### config.mk
export PLATFORM = sky130hd
export DESIGN_NAME = asram_ctrl
export DESIGN_NICKNAME = d
export VERILOG_FILES = /design/src/rtl/asram_pkg.sv /design/src/rtl/asram_lane_map.sv /design/src/rtl/asram_wait_cnt.sv /design/src/rtl/asram_seq.sv /design/src/rtl/asram_ctrl.sv
export SDC_FILE = /design/constraint.sdc
export NUM_CORES = 1
export LEC_CHECK = 0
export BUFFER_PORTS_ARGS = -buffer_cell sky130_fd_sc_hd__buf_2
export CAP_MARGIN = 0
export CORE_MARGIN = 2
export CORE_UTILIZATION = 41
export DETAILED_ROUTE_END_ITERATION = 16
export GPL_TIMING_DRIVEN = 0
export PLACE_DENSITY = 0.75
export SYNTH_ARGS = -nofsm -noshare
export SYNTH_HDL_FRONTEND = slang
export SYNTH_SLANG_ARGS = --single-unit
### constraint.sdc
create_clock -name clk -period 1.8 [get_ports clk]
set_clock_uncertainty 0.2 [all_clocks]
set_input_delay 0.09 -clock clk [delete_from_list [all_inputs] [get_ports clk]]
set_output_delay 0.09 -clock clk [all_outputs]
set_load 0.005 [all_outputs]
### src/rtl/asram_pkg.sv
package asram_pkg;

  typedef enum logic [2:0] {
    ST_IDLE  = 3'd0,
    ST_READ  = 3'd1,
    ST_TURN  = 3'd2,
    ST_WRITE = 3'd3,
    ST_WREC  = 3'd4
  } asram_state_e;

  function automatic int max3(input int a, input int b, input int c);
    int m;
    m = (a > b) ? a : b;
    return (m > c) ? m : c;
  endfunction

endpackage

### src/rtl/asram_lane_map.sv
module asram_lane_map #(
  parameter int LANES = 2
) (
  input  logic [LANES-1:0] be,
  output logic [LANES-1:0] strb_n
);

  for (genvar i = 0; i < LANES; i++) begin : g_lane
    assign strb_n[i] = ~be[i];
  end

endmodule

### src/rtl/asram_wait_cnt.sv
module asram_wait_cnt #(
  parameter int W = 2
) (
  input  logic         clk,
  input  logic         rst_n,
  input  logic         load,
  input  logic [W-1:0] load_val,
  output logic         zero
);

  logic [W-1:0] cnt_q;

  always_ff @(posedge clk or negedge rst_n) begin
    if (!rst_n) begin
      cnt_q <= '0;
    end else if (load) begin
      cnt_q <= load_val;
    end else if (cnt_q != '0) begin
      cnt_q <= cnt_q - 1'b1;
    end
  end

  assign zero = (cnt_q == '0);

endmodule

### src/rtl/asram_seq.sv
module asram_seq
  import asram_pkg::*;
#(
  parameter int ADDR_W   = 16,
  parameter int DATA_W   = 16,
  parameter int LANES    = 2,
  parameter int CNT_W    = 1,
  parameter int RD_WAIT  = 1,
  parameter int WR_PULSE = 1,
  parameter int TURN_CYC = 1,
  parameter int CLK_PS   = 10000,
  parameter int T_AA_PS  = 8000,
  parameter int T_WP_PS  = 6000,
  parameter int T_HZ_PS  = 4000
) (
  input  logic              clk,
  input  logic              rst_n,
  input  logic              req_valid,
  output logic              req_ready,
  input  logic              req_write,
  input  logic [ADDR_W-1:0] req_addr,
  input  logic [DATA_W-1:0] req_wdata,
  input  logic [LANES-1:0]  req_strb_n,
  output logic              rsp_valid,
  output logic [DATA_W-1:0] rsp_rdata,
  output logic              mem_cs_n,
  output logic              mem_oe_n,
  output logic              mem_we_n,
  output logic [LANES-1:0]  mem_strb_n,
  output logic [ADDR_W-1:0] mem_addr,
  output logic [DATA_W-1:0] mem_dq_o,
  output logic              mem_dq_oe,
  input  logic [DATA_W-1:0] mem_dq_i,
  output logic              cnt_load,
  output logic [CNT_W-1:0]  cnt_val,
  input  logic              cnt_zero
);

  localparam int LANE_W = DATA_W / LANES;
  localparam int CHK_W  = 8;

  asram_state_e      state_q;
  logic              cs_n_q, oe_n_q, we_n_q, dq_oe_q, rsp_q;
  logic [LANES-1:0]  strb_n_q;
  logic [ADDR_W-1:0] addr_q;
  logic [DATA_W-1:0] dq_o_q, rdata_q;
  logic [DATA_W-1:0] lane_mask;

  for (genvar i = 0; i < LANES; i++) begin : g_mask
    assign lane_mask[i*LANE_W +: LANE_W] = {LANE_W{~strb_n_q[i]}};
  end

  assign req_ready = (state_q == ST_IDLE);

  always_comb begin
    cnt_load = 1'b0;
    cnt_val  = '0;
    if (state_q == ST_IDLE && req_valid) begin
      cnt_load = 1'b1;
      cnt_val  = req_write ? CNT_W'(WR_PULSE - 1) : CNT_W'(RD_WAIT - 1);
    end else if (state_q == ST_READ && cnt_zero) begin
      cnt_load = 1'b1;
      cnt_val  = CNT_W'(TURN_CYC - 1);
    end
  end

  always_ff @(posedge clk or negedge rst_n) begin
    if (!rst_n) begin
      state_q  <= ST_IDLE;
      cs_n_q   <= 1'b1;
      oe_n_q   <= 1'b1;
      we_n_q   <= 1'b1;
      strb_n_q <= '1;
      dq_oe_q  <= 1'b0;
      rsp_q    <= 1'b0;
      addr_q   <= '0;
      dq_o_q   <= '0;
      rdata_q  <= '0;
    end else begin
      rsp_q <= 1'b0;
      case (state_q)
        ST_IDLE: begin
          if (req_valid) begin
            addr_q   <= req_addr;
            cs_n_q   <= 1'b0;
            strb_n_q <= req_strb_n;
            if (req_write) begin
              we_n_q  <= 1'b0;
              oe_n_q  <= 1'b1;
              dq_oe_q <= 1'b1;
              dq_o_q  <= req_wdata;
              state_q <= ST_WRITE;
            end else begin
              oe_n_q  <= 1'b0;
              state_q <= ST_READ;
            end
          end
        end
        ST_READ: begin
          if (cnt_zero) begin
            rdata_q  <= mem_dq_i & lane_mask;
            rsp_q    <= 1'b1;
            cs_n_q   <= 1'b1;
            oe_n_q   <= 1'b1;
            strb_n_q <= '1;
            state_q  <= ST_TURN;
          end
        end
        ST_TURN: begin
          if (cnt_zero) state_q <= ST_IDLE;
        end
        ST_WRITE: begin
          if (cnt_zero) begin
            we_n_q   <= 1'b1;
            cs_n_q   <= 1'b1;
            strb_n_q <= '1;
            rsp_q    <= 1'b1;
            state_q  <= ST_WREC;
          end
        end
        ST_WREC: begin
          dq_oe_q <= 1'b0;
          state_q <= ST_IDLE;
        end
        default: state_q <= ST_IDLE;
      endcase
    end
  end

  assign mem_cs_n   = cs_n_q;
  assign mem_oe_n   = oe_n_q;
  assign mem_we_n   = we_n_q;
  assign mem_strb_n = strb_n_q;
  assign mem_addr   = addr_q;
  assign mem_dq_o   = dq_o_q;
  assign mem_dq_oe  = dq_oe_q;
  assign rsp_valid  = rsp_q;
  assign rsp_rdata  = rdata_q;

  // Phase-length counters used only by the timing assertions below.
  logic [CHK_W-1:0] oe_lo_cnt, we_lo_cnt, oe_hi_cnt;

  always_ff @(posedge clk or negedge rst_n) begin
    if (!rst_n) begin
      oe_lo_cnt <= '0;
      we_lo_cnt <= '0;
      oe_hi_cnt <= '0;
    end else begin
      oe_lo_cnt <= !oe_n_q ? ((oe_lo_cnt == '1) ? oe_lo_cnt : oe_lo_cnt + 1'b1) : '0;
      we_lo_cnt <= !we_n_q ? ((we_lo_cnt == '1) ? we_lo_cnt : we_lo_cnt + 1'b1) : '0;
      oe_hi_cnt <=  oe_n_q ? ((oe_hi_cnt == '1) ? oe_hi_cnt : oe_hi_cnt + 1'b1) : '0;
    end
  end

  p_read_access_r8: assert property (@(posedge clk) disable iff (!rst_n)
    $rose(mem_oe_n) |-> (int'(oe_lo_cnt) * CLK_PS >= T_AA_PS));

  p_write_pulse_r8: assert property (@(posedge clk) disable iff (!rst_n)
    $rose(mem_we_n) |-> (int'(we_lo_cnt) * CLK_PS >= T_WP_PS));

  p_release_time_r8: assert property (@(posedge clk) disable iff (!rst_n)
    $rose(mem_dq_oe) |-> (int'(oe_hi_cnt) * CLK_PS >= T_HZ_PS));

  p_no_contention_r6: assert property (@(posedge clk) disable iff (!rst_n)
    !(mem_dq_oe && !mem_oe_n));

  p_oe_off_in_write_r3: assert property (@(posedge clk) disable iff (!rst_n)
    !mem_we_n |-> (mem_oe_n && mem_dq_oe));

  p_driver_hold_r3: assert property (@(posedge clk) disable iff (!rst_n)
    $rose(mem_we_n) |-> mem_dq_oe);

  p_ack_pulse_r9: assert property (@(posedge clk) disable iff (!rst_n)
    rsp_valid |=> !rsp_valid);

  p_one_outstanding_r7: assert property (@(posedge clk) disable iff (!rst_n)
    rsp_valid |-> !req_ready);

  p_quiet_when_idle_r1: assert property (@(posedge clk) disable iff (!rst_n)
    req_ready |-> (mem_cs_n && mem_we_n && mem_oe_n));

endmodule

### src/rtl/asram_ctrl.sv
module asram_ctrl
  import asram_pkg::*;
#(
  parameter int ADDR_W   = 16,
  parameter int DATA_W   = 16,
  parameter int CLK_PS   = 10000,
  parameter int T_AA_PS  = 8000,
  parameter int T_WP_PS  = 6000,
  parameter int T_HZ_PS  = 4000,
  parameter int RD_WAIT  = 1,
  parameter int WR_PULSE = 1,
  parameter int TURN_CYC = 1
) (
  input  logic                clk,
  input  logic                rst_n,
  input  logic                req_valid,
  output logic                req_ready,
  input  logic                req_write,
  input  logic [ADDR_W-1:0]   req_addr,
  input  logic [DATA_W-1:0]   req_wdata,
  input  logic [DATA_W/8-1:0] req_be,
  output logic                rsp_valid,
  output logic [DATA_W-1:0]   rsp_rdata,
  output logic                mem_cs_n,
  output logic                mem_oe_n,
  output logic                mem_we_n,
  output logic                mem_lb_n,
  output logic                mem_ub_n,
  output logic [ADDR_W-1:0]   mem_addr,
  output logic [DATA_W-1:0]   mem_dq_o,
  output logic                mem_dq_oe,
  input  logic [DATA_W-1:0]   mem_dq_i
);

  localparam int LANES   = DATA_W / 8;
  localparam int MAX_CNT = max3(RD_WAIT, WR_PULSE, TURN_CYC);
  localparam int CNT_W   = (MAX_CNT < 2) ? 1 : $clog2(MAX_CNT);

  logic [LANES-1:0] req_strb_n;
  logic [LANES-1:0] strb_n;
  logic             cnt_load;
  logic [CNT_W-1:0] cnt_val;
  logic             cnt_zero;

  asram_lane_map #(.LANES(LANES)) u_lane_map (
    .be     (req_be),
    .strb_n (req_strb_n)
  );

  asram_wait_cnt #(.W(CNT_W)) u_wait_cnt (
    .clk      (clk),
    .rst_n    (rst_n),
    .load     (cnt_load),
    .load_val (cnt_val),
    .zero     (cnt_zero)
  );

  asram_seq #(
    .ADDR_W   (ADDR_W),
    .DATA_W   (DATA_W),
    .LANES    (LANES),
    .CNT_W    (CNT_W),
    .RD_WAIT  (RD_WAIT),
    .WR_PULSE (WR_PULSE),
    .TURN_CYC (TURN_CYC),
    .CLK_PS   (CLK_PS),
    .T_AA_PS  (T_AA_PS),
    .T_WP_PS  (T_WP_PS),
    .T_HZ_PS  (T_HZ_PS)
  ) u_seq (
    .clk        (clk),
    .rst_n      (rst_n),
    .req_valid  (req_valid),
    .req_ready  (req_ready),
    .req_write  (req_write),
    .req_addr   (req_addr),
    .req_wdata  (req_wdata),
    .req_strb_n (req_strb_n),
    .rsp_valid  (rsp_valid),
    .rsp_rdata  (rsp_rdata),
    .mem_cs_n   (mem_cs_n),
    .mem_oe_n   (mem_oe_n),
    .mem_we_n   (mem_we_n),
    .mem_strb_n (strb_n),
    .mem_addr   (mem_addr),
    .mem_dq_o   (mem_dq_o),
    .mem_dq_oe  (mem_dq_oe),
    .mem_dq_i   (mem_dq_i),
    .cnt_load   (cnt_load),
    .cnt_val    (cnt_val),
    .cnt_zero   (cnt_zero)
  );

  assign mem_lb_n = strb_n[0];
  assign mem_ub_n = strb_n[LANES-1];

endmodule

==> impl_metrics.yaml, run 1 <==
clock_network:
  cts-root-buf: "clkbuf_8"
  cts_tree: "yes"
  insertion_delay_ns: 0.32
  cts_inserted_buffers: 9
  clk_pin_slew_ns: 0.06
  h-tree-depth: 3
  clkSinkCount: 58
  clock_path_buffers: 2
synth:
  synth_xor_area_share_pct: 0
  synth_top_family_by_area: "simple AND/OR/NAND/NOR gates"
  synth.area.top_cells: "dfrtp_1 59%, nand2_1 11%, mux2_2 8.0%"
  synth.avg_cell_area_um2: 11.3
  netlist_area_um2: 2270
  synth_top_area_cell: "dfrtp_1"
  synthCells: 201
  ys_warn_count: 0
  synth_top_area_share_pct: 58.5
  synth-main-ff-cell: "dfrtp_1"
  syn_nets: 255
  synth_adder_area_share_pct: 0
  synth_compound_area_share_pct: 5.36
  yosys.area_share.simple_pct: 19.1
  synth.distinct_cells: 23
  ys_seq_area_share_pct: 64.3
  ys_seq_elements: 58
  synth_common_cells: "66 x nand2_1, 53 x dfrtp_1, 16 x mux2_2, 16 x nand2b_1, 16 x o21ai_0"
  synth.most_common_cell: "nand2_1"
  synth_edf_count: 0
  synthArstFlopShare_pct: 100
  synthMuxAreaShare_pct: 7.95
sta:
  period_share_pct: 97.0
  fin_crit_ns: 1.75
  max-slew-margin-rel_pct: 51.9
  max_freq_mhz: 573
  holdWs_ns: 0.0594
  rsz0062_at_grt: "no"
  hold_viol: 0
  setup_tns_ns: 0
  setup_viol: 0
  worst_slew_pin_slew_ns: 0.721
  slew_violations: 0
place:
  dp_cells: 382
  gp_congestion: 0.651
  hpwl_mm: 3.49
  portBuffers: 109
routing:
  dr.pass1.iters: 4
  routedWlPerCell_um: 12.9
  drtAntennaViolNets: 0
  first_iter_violations: 62
  avgViaCountPerCell: 4.53
  drcViolationCount: 0
  vias: 2038
  routed_wl_mm: 5.80
finish:
  stdcell_count: 450
  diodes: 0
  drive_above_1_share_pct: 42.3
  nNetsFinal: 427
  area_delta_synth_final_pct: 60.6
floorplan:
  num_io_pins: 110
  coreArea_um2: 5410
  die-width_um: 78.3
  core.rowCount: 27
  start_util_pct: 41.9
  die_h_um: 78.3
  dieArea_um2: 6140
power_and_ir_drop:
  power_frac_seq_pct: 42.7
  p_int_mw: 3.54
  pwr-share-comb_pct: 36.5
  swShare_pct: 31.8
  power.switching_mw: 1.65
  p_clk_share_pct: 20.8
  leakage_nw: 1.89
  vdd_drop_max_mv: 0.744
  power_density_nw_per_um2: 1430
global_route:
  grt_overflow: 0
  grt_antenna_before_repair: 0
  grt_max_degree: 59
  grt_pass1_wl_mm: 9.27
  grt_pass1_vias: 2004
  grtUsageTotal_pct: 19.8
min_path:
  holdCritPathClass: "in -> reg"
worst_setup_path:
  timing.setup.critical_path_class: "reg -> reg"
  path_buf_inv: 2
  crit_chain: "buf_6, or4b_4, buf_6, a211o_1"
  required_ns: 1.85
  cpPeakStageDelay_ns: 0.52
  arrival_ns: 1.79
  crit_fanout: 10
  cp-end-kind: "register"
  crit_top_cell: "buf_6"
  slowest_stage: "or4b_4"
  cp_top_family: "simple AND/OR/NAND/NOR gates"
  critPathLaunchType: "register"
run:
  drv_cap: 0
status:
  status: "finished, final reports clean"
final timing paths:
check	start	to	slack, ns	cells after the start
worst max-delay path	u_seq.state_q[1]	u_seq.mem_strb_n[0]	0.05	4
worst min-delay path	req_write	u_seq.mem_dq_oe	0.06	4
worst max register to register	u_seq.state_q[1]	u_seq.mem_strb_n[0]	0.05	4
worst min register to register	u_seq.rsp_rdata[12]	u_seq.rsp_rdata[12]	0.27	2
max in group asynchronous	rst_n	u_seq.state_q[2]	0.70	2
min in group asynchronous	rst_n	u_seq.rsp_rdata[8]	0.19	2
tightest hold or removal path, cell delays in order:
cell and delay [ns]:
buf_2 0.10, nand3b_1 0.16, nor2_1 0.06, a2bb2oi_1 0.12
cell usage in the layout (no fill, tap or decap), types with 2 or more instances in the layout:
cell type        n
a211o_1          2
a21o_1           2
buf_2          109
buf_4            4
buf_6            4
clkbuf_1         2
clkbuf_4         2
clkbuf_8        13
clkinv_2         3
dfrtp_1         52
dfstp_2          5
dlygate4sd3_1   51
mux2_2          16
nand2_1         66
nand2b_1        16
nor2_1           4
o21ai_0         15
flip-flops by register name, summed over array words and instances (netlist names):
register and count:
u_seq.mem_addr 16, u_seq.mem_dq_o 16, u_seq.rsp_rdata 16, u_seq.state_q 3
u_seq.mem_strb_n 2, u_seq.mem_cs_n 1, u_seq.mem_dq_oe 1, u_seq.mem_oe_n 1
u_seq.mem_we_n 1, u_seq.rsp_valid 1
cell type report:
type | instances | area (µm²)
inverter | 1 | 5.00
buffer | 8 | 78.8
timing repair buffer | 163 | 1080
clock inverter | 2 | 10.0
tap | 72 | 90.1
clock buffer | 14 | 173
sequential | 58 | 1460
multi-input combinational | 132 | 742
fill | 435 | 1770
power by group through the flow:
stage	Clock (mW)	Combinational (mW)	Sequential, mW
detailed placement	0	1.76	2.23
global route	1.18	2.14	2.29
floorplan	0	0.894	2.25
global placement	0	1.71	2.20
CTS	1.11	1.87	2.22
finish	1.08	1.89	2.21
metal layers:
layer	up-vias	part of all wire (%)	GRT usage, %
li1	997	-	-
met1	943	42	23.7
met2	88	50	33.4
met3	10	6.6	4.71
met4	0	1.8	9.82
met5	-	0	0
kinds of logic (layout without fill, tap and decap cells):
group           Yosys count  after routing
mux                      16             16
flops                    58             58
simple gates             95             95
buf+inv                  11            188
compound gates           21             21
per-stage QoR:
step	power (mW)	setup WS [ns]	area, µm²	utilization, %
2_1_floorplan	3.15	0.00668	2270	-
3_3_place_gp	3.91	-0.138	2910	53.8
3_5_place_dp	3.99	-0.165	2910	53.8
4_1_cts	5.20	0.00526	3610	66.9
5_1_grt	5.61	0.0144	3640	67.3
6_report	5.19	0.0545	3640	67.3
timing repair:
item                                   in CTS  in global routing
endpoints found under the hold margin     103                  0
setup buffers                               1                  2
setup endpoints to repair                  40                 31
pin swaps                                   1                  2
resized for setup                          10                  4
hold buffers                               51                  0
No activity file was read; power rests on OpenSTA's default activity.
==> inputs of run 2 (changes only) <==
--- a/config.mk
+++ b/config.mk
@@ -10,7 +10,7 @@
 export CORE_MARGIN = 2
 export CORE_UTILIZATION = 41
 export DETAILED_ROUTE_END_ITERATION = 16
-export GPL_TIMING_DRIVEN = 0
+export MAX_ROUTING_LAYER = met4
 export PLACE_DENSITY = 0.75
 export SYNTH_ARGS = -nofsm -noshare
 export SYNTH_HDL_FRONTEND = slang
==> impl_metrics.yaml, run 2 (same netlist as run 1, synthesis figures left out) <==
routing:
  drcViolationCount: 0
  routed_wl_mm: 5.82
  dr.pass1.iters: 4
  vias: 2009
  avgViaCountPerCell: 4.51
  routedWlPerCell_um: 13.1
  drtAntennaViolNets: 0
  first_iter_violations: 90
sta:
  hold_viol: 0
  max_freq_mhz: 585
  holdWs_ns: 0.0731
  slew_violations: 0
  max-slew-margin-rel_pct: 65.9
  setup_tns_ns: 0
  period_share_pct: 95.0
  rsz0062_at_grt: "no"
  worst_slew_pin_slew_ns: 0.512
  setup_viol: 0
  fin_crit_ns: 1.71
floorplan:
  core.rowCount: 27
  start_util_pct: 41.9
  die-width_um: 78.3
  die_h_um: 78.3
  num_io_pins: 110
  coreArea_um2: 5410
  dieArea_um2: 6140
global_route:
  grt_overflow: 0
  grt_antenna_before_repair: 0
  grt_pass1_wl_mm: 9.43
  grt_pass1_vias: 2085
  grt_max_degree: 35
  grtUsageTotal_pct: 20.7
worst_setup_path:
  cpPeakStageDelay_ns: 0.62
  crit_top_cell: "nand2_1"
  crit_chain: "or4b_4, clkinvlp_4, nand2_1, nand2_1"
  r2r-start: "u_seq.state_q[2]"
  critPathLaunchType: "register"
  cp_top_family: "simple AND/OR/NAND/NOR gates"
  required_ns: 1.85
  slowest_stage: "or4b_4"
  r2r_cells: 4
  timing.rr.end: "u_seq.mem_addr[11]"
  crit_fanout: 17
  path_buf_inv: 1
  timing.setup.critical_path_class: "reg -> reg"
  regToRegSetupSlack_ns: 0.09
  cp-end-kind: "register"
  arrival_ns: 1.76
finish:
  final_common_cell: "buf_2"
  drive_above_1_share_pct: 40.5
  area_delta_synth_final_pct: 58.0
  nNetsFinal: 422
  diodes: 0
  fillers: 423
  final_cell_mix: "109 x buf_2, 66 x nand2_1, 53 x dfrtp_1"
clock_network:
  clkSinkCount: 58
  insertion_delay_ns: 0.32
  cts_inserted_buffers: 9
  cts-root-buf: "clkbuf_8"
  cts_tree: "yes"
  clock_path_buffers: 2
  h-tree-depth: 3
  clk_pin_slew_ns: 0.06
min_path:
  worstHoldEndpoint: "u_seq.mem_dq_oe"
  hold_start: "req_write"
  hold_depth: 4
  holdCritPathClass: "in -> reg"
power_and_ir_drop:
  leakage_nw: 1.85
  vdd_drop_max_mv: 0.679
  power_density_nw_per_um2: 1410
place:
  hpwl_mm: 3.52
  gp_congestion: 0.714
  portBuffers: 109
status:
  status: "finished, final reports clean"
run:
  drv_cap: 0
==> run 2: cell types whose count changed in the layout (fill, tap and decap cells not counted), moves of 2 or more <==
cell,previous run,this run
buf_6,4,0
clkbuf_1,2,5
clkbuf_4,2,0
clkbuf_8,13,11
clkinv_2,3,0
==> run 2: layout make-up <==
type / count / area, µm² / area share [%]
sequential: 58 / 1460 / 40.7
tap: 72 / 90.1 / 2.52
clock buffer: 16 / 170 / 4.75
multi-input combinational: 132 / 742 / 20.7
inverter: 1 / 7.51 / 0.210
timing repair buffer: 166 / 1110 / 31.1
==> run 2: worst max path at each step <==
stage	endpoint	slack, ns	from	depth (start not counted)
after floorplan	u_seq.mem_strb_n[0]	0.007	u_seq.state_q[1]	5
after global placement	u_seq.mem_addr[1]	0.11	u_seq.state_q[2]	4
after detailed placement	u_seq.mem_addr[2]	0.07	u_seq.state_q[2]	4
after CTS	u_seq.mem_addr[2]	0.07	u_seq.state_q[2]	4
after global routing	u_seq.mem_addr[0]	0.01	u_seq.state_q[1]	4
final	u_seq.mem_addr[11]	0.09	u_seq.state_q[2]	4
==> run 2: per-layer routing <==
metal  share of wire (%)  up-vias  global-route usage, %
met2                  50       78                   35.4
met5                   0        -                      -
met3                 5.7       13                   4.94
li1                    -      989                      -
met4                 1.7        0                   8.95
met1                  42      929                   23.2
==> run 2: repair_timing <==
| action | CTS | global route |
|---|---|---|
| hold endpoints to repair | 85 | 0 |
| hold buffers | 51 | 0 |
| buffers inserted | 0 | 0 |
| endpoints found under the setup margin | 0 | 18 |
| gates resized for setup | 0 | 2 |
==> run 2: per-stage QoR <==
stage               setup slack, ns  total power [mW]  area, µm²  utilization [%]  cells
floorplan                   0.00668              3.15       2270                -    201
global placement              0.113              3.85       2890             53.5    378
detailed placement           0.0662              3.93       2890             53.5    378
CTS                          0.0663              5.06       3570             66.1    445
global route                0.00959              5.45       3580             66.3    445
finish                       0.0899              5.04       3580             66.3    445
==> run 2: power by group <==
group          leakage [nW]  total, mW  internal, mW  switching (mW)
logic                  1.05       1.79         0.956           0.829
clock network        0.0850       1.02         0.578           0.440
registers             0.715       2.23          1.90           0.336
total                  1.85       5.04          3.43            1.61
==> run 2: tightest hold or removal path: stages <==
cell and delay [ns]:
buf_2 0.10, nand3b_1 0.17, nor2_1 0.06, a2bb2oi_1 0.12
==> inputs of run 3 (changes only) <==
--- a/config.mk
+++ b/config.mk
@@ -8,10 +8,10 @@
 export BUFFER_PORTS_ARGS = -buffer_cell sky130_fd_sc_hd__buf_2
 export CAP_MARGIN = 0
 export CORE_MARGIN = 2
-export CORE_UTILIZATION = 41
+export CORE_UTILIZATION = 45
 export DETAILED_ROUTE_END_ITERATION = 16
 export MAX_ROUTING_LAYER = met4
-export PLACE_DENSITY = 0.75
+export PLACE_DENSITY = 0.78
 export SYNTH_ARGS = -nofsm -noshare
 export SYNTH_HDL_FRONTEND = slang
 export SYNTH_SLANG_ARGS = --single-unit
==> constraint.sdc (replaced) <==
create_clock -name clk -period 1.9 [get_ports clk]
set_clock_uncertainty 0.2 [all_clocks]
set_input_delay 0.095 -clock clk [delete_from_list [all_inputs] [get_ports clk]]
set_output_delay 0.095 -clock clk [all_outputs]
set_load 0.005 [all_outputs]
==> impl_metrics.yaml, run 3 (same netlist as run 1, synthesis figures left out) <==
status:
  status: "finished, final reports clean"
global_route:
  grt_max_degree: 35
  grtUsageTotal_pct: 23.5
  grt_antenna_before_repair: 0
  grt_overflow: 0
  grt_pass1_wl_mm: 9.36
  grt_pass1_vias: 2104
worst_setup_path:
  timing.rr.end: "u_seq.mem_addr[11]"
  r2r_cells: 4
  cpPeakStageDelay_ns: 0.61
  cp-end-kind: "register"
  crit_fanout: 17
  crit_top_cell: "nand2_1"
  slowest_stage: "or4b_4"
  timing.setup.critical_path_class: "reg -> reg"
  r2r-start: "u_seq.state_q[2]"
  regToRegSetupSlack_ns: 0.09
  critPathCapture: "u_seq.mem_addr[11]"
  arrival_ns: 1.87
  crit_path_start: "u_seq.state_q[2]"
  critPathLaunchType: "register"
  crit_chain: "or4b_4, clkinv_1, nand2_1, nand2_1"
  required_ns: 1.95
finish:
  final_cell_mix: "109 x buf_2, 66 x nand2_1, 53 x dfrtp_1"
  nNetsFinal: 422
  drive_above_1_share_pct: 40.5
  diodes: 0
  design_area_um2: 3600
  final_common_cell: "buf_2"
  area_delta_synth_final_pct: 59.1
clock_network:
  clock_path_buffers: 2
  ctsResizeCount: 0
  clkSinkCount: 58
  insertion_delay_ns: 0.32
  h-tree-depth: 3
  cts_tree: "yes"
  postCtsSetupRepairBufs: 0
  cts_inserted_buffers: 9
  cts-root-buf: "clkbuf_8"
  clk_pin_slew_ns: 0.06
routing:
  first_iter_violations: 93
  routed_wl_mm: 5.79
  avgViaCountPerCell: 4.62
  drcViolationCount: 0
  drtAntennaViolNets: 0
  vias: 2031
  routedWlPerCell_um: 13.2
  dr.pass1.iters: 4
floorplan:
  die-width_um: 75.0
  die_h_um: 75.0
  start_util_pct: 47.3
  core.rowCount: 25
  coreArea_um2: 4790
  num_io_pins: 110
  dieArea_um2: 5620
sta:
  rsz0062_at_grt: "no"
  setup_viol: 0
  period_share_pct: 95.5
  hold_viol: 0
  max-slew-margin-rel_pct: 63.8
  setup_tns_ns: 0
  worst_slew_pin_slew_ns: 0.543
  fin_crit_ns: 1.81
  max_freq_mhz: 551
  slew_violations: 0
place:
  gp_congestion: 0.684
  hpwl_mm: 3.57
  placed_area_um2: 2890
  portBuffers: 109
run:
  drv_cap: 0
power_and_ir_drop:
  power_density_nw_per_um2: 1360
  vdd_drop_max_mv: 0.738
  power.total_mw: 4.90
  leakage_nw: 1.87
min_path:
  hold_depth: 4
  holdCritPathClass: "in -> reg"
## run 3: cell count changes in the layout (fill, tap and decap cells not counted)
cell / delta
buf_12: +1
buf_4: -2
bufinv_16: +1
clkbuf_1: -2
clkinv_1: +1
clkinv_2: +1
clkinvlp_4: -1
dlygate4sd3_1: +1
nor3_2: +1
nor3_4: -1
or3b_2: +1
or3b_4: -1
## run 3: worst max-delay path, delay by kind of cell (launching register included)
| family | cells | cell delay, ns |
|---|---|---|
| AND/OR/NAND/NOR | 3 | 0.83 |
| flip-flops | 1 | 0.44 |
| buffers and inverters | 1 | 0.29 |
## run 3: through the flow
| step | instances | worst slack [ns] | hold WS [ns] | util, % |
|---|---|---|---|---|
| 3_5_place_dp | 372 | 0.122 | -0.125 | 60.3 |
| 6_report | 440 | 0.0860 | 0.0156 | 75.3 |
| 2_1_floorplan | 201 | 0.0855 | -0.401 | - |
| 4_1_cts | 440 | 0.107 | 0.00325 | 75.3 |
| 3_3_place_gp | 372 | 0.180 | -0.123 | 60.3 |
| 5_1_grt | 440 | 0.0115 | 0.0470 | 75.3 |
## run 3: worst min-delay path by stage
| stage | start | endpoint | slack (ns) |
|---|---|---|---|
| global route | req_valid | u_seq.mem_strb_n[1] | 0.05 |
| global placement | rst_n | u_seq.mem_addr[12] | -0.12 |
| detailed placement | rst_n | u_seq.mem_addr[12] | -0.12 |
| finish | req_valid | u_seq.mem_dq_oe | 0.02 |
| CTS | req_valid | u_seq.mem_dq_oe | 0.003 |
| floorplan | rst_n | u_seq.mem_addr[0] | -0.40 |
## run 3: repair_timing
action	in CTS	in global routing
hold buffers	52	0
endpoints found under the setup margin	0	0
endpoints found under the hold margin	107	0
## run 3: layout make-up
cell class                 count  area [µm²]
clock buffer                  14         163
clock inverter                 2        35.0
fill                         343        1180
inverter                       1        3.75
multi-input combinational    132         733
sequential                    58        1460
tap                           67        83.8
timing repair buffer         166        1130
## run 3: metal layers
layer | up-vias | track usage (%) | wire (µm)
met2 | 79 | 40.6 | 3080
met1 | 962 | 25.0 | 2240
met3 | 9 | 5.62 | 377
met4 | 0 | 11.3 | 97
met5 | - | - | 0
li1 | 981 | - | -
## run 3: power breakdown
| part | internal, mW | switching, mW | total [mW] |
|---|---|---|---|
| registers | 1.80 | 0.319 | 2.12 |
| logic | 0.894 | 0.780 | 1.67 |
| clock network | 0.677 | 0.434 | 1.11 |
